[src/rtl/sarx_pkg.sv]
package sarx_pkg;
    typedef enum logic {
        FMT_I2S = 1'b0,
        FMT_RJ  = 1'b1
    } fmt_e;

    typedef enum logic [1:0] {
        LEN_SHORT = 2'd0,
        LEN_MID   = 2'd1,
        LEN_FULL  = 2'd2,
        LEN_FULLB = 2'd3
    } len_e;
endpackage

[src/rtl/sarx_sync.sv]
module sarx_sync #(
    parameter int W      = 3,
    parameter int STAGES = 2
) (
    input  logic         clk,
    input  logic         rst_n,
    input  logic [W-1:0] din,
    output logic [W-1:0] dout
);
    logic [STAGES-1:0][W-1:0] stage_d, stage_q;

    always_comb begin
        stage_d[0] = din;
        for (int i = 1; i < STAGES; i++) begin
            stage_d[i] = stage_q[i-1];
        end
    end

    always_ff @(posedge clk or negedge rst_n) begin
        if (!rst_n) stage_q <= '0;
        else        stage_q <= stage_d;
    end

    assign dout = stage_q[STAGES-1];
endmodule

[src/rtl/sarx_edge.sv]
module sarx_edge (
    input  logic clk,
    input  logic rst_n,
    input  logic sck_s,
    input  logic ws_s,
    output logic rise_o,
    output logic ws_chg_o,
    output logic ws_last_o
);
    typedef struct packed {
        logic sck_prev;
        logic ws_last;
    } edge_st_t;

    edge_st_t st_d, st_q;

    always_comb begin
        st_d          = st_q;
        st_d.sck_prev = sck_s;
        rise_o        = sck_s & ~st_q.sck_prev;
        ws_chg_o      = rise_o & (ws_s != st_q.ws_last);
        if (rise_o) st_d.ws_last = ws_s;
    end

    always_ff @(posedge clk or negedge rst_n) begin
        if (!rst_n) st_q <= '0;
        else        st_q <= st_d;
    end

    assign ws_last_o = st_q.ws_last;


    rise_single_chk: assert property (@(posedge clk) disable iff (!rst_n)
        rise_o |=> !rise_o);
endmodule

[src/rtl/sarx_deser.sv]
module sarx_deser
    import sarx_pkg::*;
#(
    parameter int W = 20
) (
    input  logic         clk,
    input  logic         rst_n,
    input  logic         rise_i,
    input  logic         ws_chg_i,
    input  logic         ws_last_i,
    input  logic         sd_i,
    input  fmt_e         fmt_i,
    input  len_e         len_i,
    output logic [W-1:0] left_o,
    output logic [W-1:0] right_o,
    output logic         valid_o
);
    localparam int CW = $clog2(W + 1);
    localparam logic [CW-1:0] CNT_MAX = CW'(W);

    typedef struct packed {
        logic [W-1:0]  sh;
        logic [CW-1:0] cnt;
        logic          armed;
        logic          left_got;
        logic [W-1:0]  left_hold;
        logic [W-1:0]  left;
        logic [W-1:0]  right;
        logic          valid;
    } rx_st_t;

    rx_st_t st_d, st_q;

    function automatic logic [W-1:0] rj_word(input logic [W-1:0] s, input len_e sel);
        int n;
        case (sel)
            LEN_SHORT: n = W - 4;
            LEN_MID:   n = W - 2;
            default:   n = W;
        endcase
        for (int i = 0; i < W; i++) begin
            rj_word[i] = (i < n) ? s[i] : s[n-1];
        end
    endfunction

    always_comb begin
        logic [W-1:0] ins;
        logic [W-1:0] word;
        st_d       = st_q;
        st_d.valid = 1'b0;
        ins        = st_q.sh;
        word       = '0;
        if (rise_i) begin
            if (fmt_i == FMT_I2S) begin
                if (st_q.cnt < CNT_MAX) ins[W-1-int'(st_q.cnt)] = sd_i;
                word = ins;
                if (ws_chg_i) begin
                    st_d.sh  = '0;
                    st_d.cnt = '0;
                end else begin
                    st_d.sh = ins;
                    if (st_q.cnt < CNT_MAX) st_d.cnt = st_q.cnt + 1'b1;
                end
            end else begin
                word    = rj_word(st_q.sh, len_i);
                st_d.sh = {st_q.sh[W-2:0], sd_i};
            end
            if (ws_chg_i) begin
                if (!st_q.armed) begin
                    st_d.armed = 1'b1;
                end else if (!ws_last_i) begin
                    st_d.left_hold = word;
                    st_d.left_got  = 1'b1;
                end else if (st_q.left_got) begin
                    st_d.left     = st_q.left_hold;
                    st_d.right    = word;
                    st_d.valid    = 1'b1;
                    st_d.left_got = 1'b0;
                end
            end
        end
    end

    always_ff @(posedge clk or negedge rst_n) begin
        if (!rst_n) st_q <= '0;
        else        st_q <= st_d;
    end

    assign left_o  = st_q.left;
    assign right_o = st_q.right;
    assign valid_o = st_q.valid;


    valid_pulse_chk: assert property (@(posedge clk) disable iff (!rst_n)
        st_q.valid |=> !st_q.valid);


    valid_after_rise_chk: assert property (@(posedge clk) disable iff (!rst_n)
        st_q.valid |-> $past(rise_i));


    hold_outputs_chk: assert property (@(posedge clk) disable iff (!rst_n)
        !st_q.valid |-> ($stable(st_q.left) && $stable(st_q.right)));


    no_orphan_chk: assert property (@(posedge clk) disable iff (!rst_n)
        st_q.valid |-> $past(st_q.left_got));
endmodule

[src/rtl/serial_audio_rx.sv]
module serial_audio_rx
    import sarx_pkg::*;
#(
    parameter int DATA_W      = 20,
    parameter int SYNC_STAGES = 2
) (
    input  logic              clk,
    input  logic              rst_n,
    input  logic              sck_i,
    input  logic              ws_i,
    input  logic              sd_i,
    input  logic              fmt_i,
    input  logic [1:0]        len_i,
    output logic [DATA_W-1:0] left_o,
    output logic [DATA_W-1:0] right_o,
    output logic              valid_o
);
    logic [2:0] pins_s;
    logic       rise, ws_chg, ws_last;

    sarx_sync #(.W(3), .STAGES(SYNC_STAGES)) u_sync (
        .clk   (clk),
        .rst_n (rst_n),
        .din   ({sck_i, ws_i, sd_i}),
        .dout  (pins_s)
    );

    sarx_edge u_edge (
        .clk       (clk),
        .rst_n     (rst_n),
        .sck_s     (pins_s[2]),
        .ws_s      (pins_s[1]),
        .rise_o    (rise),
        .ws_chg_o  (ws_chg),
        .ws_last_o (ws_last)
    );

    sarx_deser #(.W(DATA_W)) u_deser (
        .clk       (clk),
        .rst_n     (rst_n),
        .rise_i    (rise),
        .ws_chg_i  (ws_chg),
        .ws_last_i (ws_last),
        .sd_i      (pins_s[0]),
        .fmt_i     (fmt_e'(fmt_i)),
        .len_i     (len_e'(len_i)),
        .left_o    (left_o),
        .right_o   (right_o),
        .valid_o   (valid_o)
    );
endmodule

[config.mk]
export PLATFORM = sky130hd
export DESIGN_NAME = serial_audio_rx
export DESIGN_NICKNAME = d
export VERILOG_FILES = /design/src/rtl/sarx_pkg.sv /design/src/rtl/sarx_sync.sv /design/src/rtl/sarx_edge.sv /design/src/rtl/sarx_deser.sv /design/src/rtl/serial_audio_rx.sv
export SDC_FILE = /design/constraint.sdc
export NUM_CORES = 1
export LEC_CHECK = 0
export ABC_AREA = 1
export CORE_ASPECT_RATIO = 1.25
export CORE_MARGIN = 3
export CORE_UTILIZATION = 57
export DETAILED_ROUTE_END_ITERATION = 10
export PLACE_DENSITY_LB_ADDON = 0.05
export SLEW_MARGIN = 20
export SYNTH_ARGS = -nofsm -noshare
export SYNTH_HDL_FRONTEND = slang
export SYNTH_SLANG_ARGS = --single-unit
[constraint.sdc]
create_clock -name clk -period 2.3 [get_ports clk]
set_clock_uncertainty 0.05 [all_clocks]
set_input_delay 0.575 -clock clk [delete_from_list [all_inputs] [get_ports clk]]
set_output_delay 0.575 -clock clk [all_outputs]
set_load 0.02 [all_outputs]
==> results_dict.tcl, run 1 <==
set metrics [dict create \
    insertion_delay_ns 0.37 \
    wl_per_cell_microns 13.6 \
    post-route-drc-count 0 \
    synth_area_sq_mm 0.00486 \
    yosysSeqAreaShare_pct 49.4 \
    grt_pass1_vias 3599 \
    cts_buffer_depth 2 \
    start_kind "flip-flop" \
    overflow 0 \
    critPathMaxFanout 5 \
    core-area_sq_mm 0.00829 \
    hp-class "input pin to asynchronous set/reset pin" \
    synth_flop_cell "dfrtp_1" \
    ff2ff_setup_slack_ns 0.20 \
    drv_cap 0 \
    ys_types 20 \
    busiest_layer "met2" \
    ys_top_cells_by_area "dfrtp_1, nand2_1, buf_4, a21oi_1, nand3_1" \
    async_flop_share_pct 100 \
    cp.required_ns 2.56 \
    ys_warn_count 0 \
    rsz0062_at_grt "no" \
    slowest_stage "dfrtp_1" \
    nNetsFinal 667 \
    clock-sinks 96 \
    worst_ep_arrival_time_ns 2.36 \
    worst_pin_slew_ns 0.717 \
    insertedDiodeCount 0 \
    cp-end-kind "flip-flop" \
    path_clk_slew_ns 0.09 \
    r2r-start "u_deser.st_q[65]" \
    area_growth_syn_to_layout_pct 12.1 \
    slew-limit-headroom_pct 52.1 \
    synth_seq_cells 96 \
    min_period_ns 2.10 \
    finalCritPeriodShare_pct 91.4 \
    syn_nets 659 \
    vias 3923 \
    outcome "finished, final reports clean" \
    path_common_cell "nand2_1" \
    wirelength_microns 10300 \
    cts_tree "yes" \
    dp_worst_setup_slack_ns 0.220 \
    port_buffers 48 \
    fin_ws_ns 0.198 \
    final_hold_viol_count 0 \
    max_freq_mhz 476 \
    gp_congestion 0.835 \
    final_common_cell "nand2_1" \
    critPathMaxStageDelay_ns 0.44 \
    ios 49 \
    chipHeight_microns 109 \
    setup_viol 0 \
    die_w_microns 88.6 \
    synthCells 644 \
    rr_worst_depth 11 \
    cts_buffers 9 \
    yosys.area.top_type "dfrtp_1" \
    met1_usage_pct 31.2 \
    gr-usage-all-layers_pct 23.2 \
    report.final.slew_viol_count 0 \
    synth_edf_count 0 \
    rr_endpoint "u_deser.right_o[19]" \
    die_area_sq_mm 0.00968 \
    grtUsageMet2_pct 37.3 \
    grt_use_met3_pct 3.02 \
    grt_pass1_wl_microns 17200 \
    crit_chain "inv_1, ha_1, inv_1, nand2_1, nor2_1, nand2_1, o21ai_0, nand2_1, nand2_1, nand2_1, nand2_1" \
    fin_tns_setup_ns 0 \
    ant_nets 0 \
    p_leak_uw 0.00277 \
    grt_max_degree 43 \
    final_cell_mix "nand2_1, dfrtp_1, clkdlybuf4s50_1, nor2_1, a21oi_1" \
    dp_hpwl_microns 7060 \
    htreeDepth 3 \
    vias_per_cell 5.20 \
    avgSynthCellArea_sq_um 7.55 \
    start_util_pct 58.6 \
    p_per_area_mw_per_mm2 1180 \
    cts_root_buf "clkbuf_8" \
    synth_top_area_share_pct 49.4 \
    critical_path_class "flip-flop to flip-flop" \
    ir_worst_vdd_mv 0.542 \
    total_power_uw 6440 \
    drive_gt1_share_pct 5.94 \
    num_rows 37 \
    dr.pass1.iters 5 \
    drtIter0Drc 224 \
    cts_setup_buffers 0 \
    antenna_found_initial 0 \
]
-- area by class of cell --
cell class,instances,area (sq um)
repair buffers,66,638
multi-input cells,450,1930
fillers,746,2840
flip-flops and latches,96,2400
clock buffers,10,138
clock inverters,6,115
inverters,29,109
well taps,97,121
-- critical path, delay by kind of cell, from the launching register on --
kind,cells,cell delay [ns]
compound gates,1,0.22
fa+ha+maj,1,0.35
buf+inv,2,0.22
flops,1,0.44
simple gates,7,0.76
-- synth_stat cells, types with 2 or more instances --
master,instances
buf_4,40
dfrtp_1,96
ha_1,7
inv_1,27
buf_2,13
nand3_1,34
nor2_1,43
a21oi_1,42
o21ai_0,16
xor2_1,2
clkbuf_1,16
nand2_1,292
nand4_1,9
-- where the power goes --
group	switching (uW)	internal [uW]	leakage [uW]
registers	401	2270	0.00115
logic	1380	1030	0.00149
clock network	608	760	0.000128
total	2390	4060	0.00277
-- routing by layer --
layer,routed length (microns),part of all wire [%]
met2,4850,47
met5,0,0
met3,329,3.2
met1,4880,47
met4,217,2.1
-- cell families after synthesis --
group,share of synthesized area (%)
AO/OA/AOI/OAI,6.10
XOR/XNOR,0.541
adder cells (fa/ha/maj),1.80
buffers and inverters,11.0
flip-flops,49.4
AND/OR/NAND/NOR,31.1
-- stage by stage --
stage	cells	hold slack (ns)	area, sq um	utilization (%)
final	754	0.108	5450	65.8
after global routing	754	0.138	5450	65.8
after CTS	754	0.113	5450	65.7
after detailed placement	738	0.286	5190	62.7
after global placement	738	0.285	5190	62.7
after floorplan	644	0.229	4860	-
-- timing repair --
| item | 4_1_cts | 5_1_grt |
|---|---|---|
| hold buffers | 0 | 0 |
| endpoints found under the setup margin | 0 | 7 |
| gates resized for setup | 0 | 3 |
-- worst max path at each step --
stage                                      to              from  cells after the start  slack [ns]
after global routing      u_deser.right_o[19]  u_deser.st_q[65]                     11        0.02
after floorplan           u_deser.right_o[12]  u_deser.st_q[65]                     11        0.55
after global placement       u_deser.st_q[58]  u_deser.st_q[65]                     11        0.25
final                     u_deser.right_o[19]  u_deser.st_q[65]                     11        0.20
after CTS                 u_deser.right_o[17]  u_deser.st_q[65]                     11        0.17
after detailed placement     u_deser.st_q[58]  u_deser.st_q[65]                     11        0.22
-- registers in the layout, summed over array words and instances, names as in the netlist --
signal and cells:
u_edge.ws_last_o 1, u_deser.valid_o 1, u_sync.stage_d 3, u_deser.right_o 20, u_deser.left_o 20, u_sync.dout 3, u_deser.st_q 47, u_edge.st_q 1
Note: power is estimated with default switching activity, not from simulation.
==> inputs of run 2 (changes only) <==
--- a/config.mk
+++ b/config.mk
@@ -6,11 +6,13 @@
 export NUM_CORES = 1
 export LEC_CHECK = 0
 export ABC_AREA = 1
+export CAP_MARGIN = 20
 export CORE_ASPECT_RATIO = 1.25
 export CORE_MARGIN = 3
-export CORE_UTILIZATION = 57
+export CORE_UTILIZATION = 55
 export DETAILED_ROUTE_END_ITERATION = 10
 export PLACE_DENSITY_LB_ADDON = 0.05
+export RECOVER_POWER = 25
 export SLEW_MARGIN = 20
 export SYNTH_ARGS = -nofsm -noshare
 export SYNTH_HDL_FRONTEND = slang
==> run 2 against run 1 <==
Against the previous run:
- global-route usage is 1.3 points lower
- sequential power barely moved
- die area up 3.4%
- worst setup slack improved by 0.070 ns
- clock-buffer cell count increased by 2
- first-iteration DRC count down 0.45%
- combinational power about the same
==> results_dict.tcl, run 2 (synthesis results as in run 1) <==
set metrics [dict create \
    p_per_area_mw_per_mm2 1130 \
    chipHeight_microns 111 \
    final_hold_viol_count 0 \
    drtIter0Drc 223 \
    grt_max_degree 45 \
    core-area_sq_mm 0.00843 \
    start_kind "flip-flop" \
    antenna_found_initial 0 \
    die_area_sq_mm 0.0100 \
    cts_buffer_depth 2 \
    ant_nets 0 \
    crit_chain "inv_1, ha_1, inv_1, nand2_1, nor2_2, nand2_1, o21ai_0, nand2_1, nand2_1, nand2_1, nand2_1" \
    holdBufCountCts 0 \
    post_dp_cell_area_sq_mm 0.00522 \
    slew-limit-headroom_pct 10.4 \
    wirelength_microns 10100 \
    drive_gt1_share_pct 5.34 \
    largest-register "u_deser.st_q" \
    critPathMaxFanout 5 \
    final_cell_mix "nand2_1, dfrtp_1, clkdlybuf4s50_1, a21oi_1, nor2_1" \
    placedCellCount 757 \
    overflow 0 \
    p_leak_uw 0.00271 \
    nNetsFinal 666 \
    final_common_cell "nand2_1" \
    final_cell_count_no_fill 773 \
    final.fill_count 776 \
    fin_tns_setup_ns 0 \
    start_util_pct 57.7 \
    cts_setup_buffers 0 \
    grt_pass1_vias 3750 \
    final_core_util_pct 63.9 \
    die_w_microns 90.1 \
    htreeDepth 3 \
    port_buffers 48 \
    vias_per_cell 5.03 \
    rsz0062_at_grt "no" \
    cp_num_buf_inv 2 \
    path_common_cell "nand2_1" \
    insertion_delay_ns 0.36 \
    slowest_stage "dfrtp_1" \
    worst_ep_arrival_time_ns 2.29 \
    cp-end-kind "flip-flop" \
    post-route-drc-count 0 \
    gp_congestion 0.830 \
    report.final.slew_viol_count 0 \
    area_growth_syn_to_layout_pct 10.8 \
    min_period_ns 2.03 \
    vias 3885 \
    max_freq_mhz 492 \
    dr.pass1.iters 4 \
    gr-usage-all-layers_pct 21.9 \
    cp.required_ns 2.55 \
    num_rows 37 \
    cts_buffers 9 \
    grt_pass1_wl_microns 18000 \
    critPathMaxStageDelay_ns 0.43 \
    stdcell_area_sq_mm 0.00538 \
    ios 49 \
    ir_worst_vdd_mv 0.555 \
    path_clk_slew_ns 0.09 \
    insertedDiodeCount 0 \
    wl_per_cell_microns 13.0 \
    largest_reg_flops 47 \
    outcome "finished, final reports clean" \
    cpLargestDelayFamily "simple AND/OR/NAND/NOR gates" \
    setup_viol 0 \
    critical_path_class "flip-flop to flip-flop" \
    dp_hpwl_microns 6880 \
    finalCritPeriodShare_pct 88.4 \
    cts_tree "yes" \
    cts_root_buf "clkbuf_8" \
    clock-sinks 96 \
    hp-class "flip-flop to flip-flop" \
    drv_cap 0 \
    worst_pin_slew_ns 1.34 \
]
## run 2: changes by cell type in the layout (fill, tap and decap cells not counted), sizes merged
cell,previous run,this run
buf,19,15
clkinv,3,2
clkinvlp,0,2
clkbuf,10,15
bufinv,3,0
## run 2: path summary, 6_finish.rpt
kind / depth (start not counted) / start / to / slack [ns]
setup / recovery: 11 / u_deser.st_q[65] / u_deser.st_q[43] / 0.27
hold / removal: 0 / u_sync.stage_d[3] / u_sync.dout[0] / 0.31
setup reg to reg: 11 / u_deser.st_q[65] / u_deser.st_q[43] / 0.27
hold reg to reg: 0 / u_sync.stage_d[3] / u_sync.dout[0] / 0.31
max in group asynchronous: 2 / rst_n / u_deser.right_o[5] / 0.40
min in group asynchronous: 1 / rst_n / u_deser.right_o[17] / 0.44
## run 2: cell type report
class                      count  area [sq um]  share of cell area, %
tap                          117           146                   2.72
inverter                      29           109                   2.02
multi-input combinational    450          1930                   35.8
sequential                    96          2400                   44.6
timing repair buffer          65           623                   11.6
clock inverter                 4          28.8                  0.535
clock buffer                  12           145                   2.70
## run 2: where the power goes
part           leakage [uW]  internal, uW  switching (uW)
Sequential          0.00115          2270             378
Clock             0.0000830           426             579
Combinational       0.00148          1030            1380
Total               0.00271          3730            2340
## run 2: per-layer routing
layer  GRT usage [%]  routed length, microns  part of all wire (%)  vias to the layer above
met5               0                       0                     0                        -
met4            8.38                     173                   1.7                        0
met3            3.67                     425                   4.2                       15
met2            35.4                    4630                    46                       92
met1            29.6                    4850                    48                     1792
li1                -                       -                     -                     1986
## run 2: worst reg2reg max path: cells and delay by family, from the launching register on
kind,cells,cell delay (ns)
flip-flops,1,0.43
AO/OA/AOI/OAI,1,0.23
adder cells (fa/ha/maj),1,0.34
AND/OR/NAND/NOR,7,0.72
buffers and inverters,2,0.22
## run 2: timing repair
action | in CTS | in global routing
hold endpoints to repair | 0 | 0
endpoints found under the setup margin | 0 | 5
gates resized for setup | 0 | 2
## run 2: per-stage QoR
step	power (uW)	hold slack [ns]	setup WS [ns]
finish	6070	0.308	0.267
floorplan	4470	0.229	0.550
global route	6550	0.317	0.0204
CTS	6110	0.0506	0.230
detailed placement	5100	0.289	0.118
global placement	5030	0.286	0.176
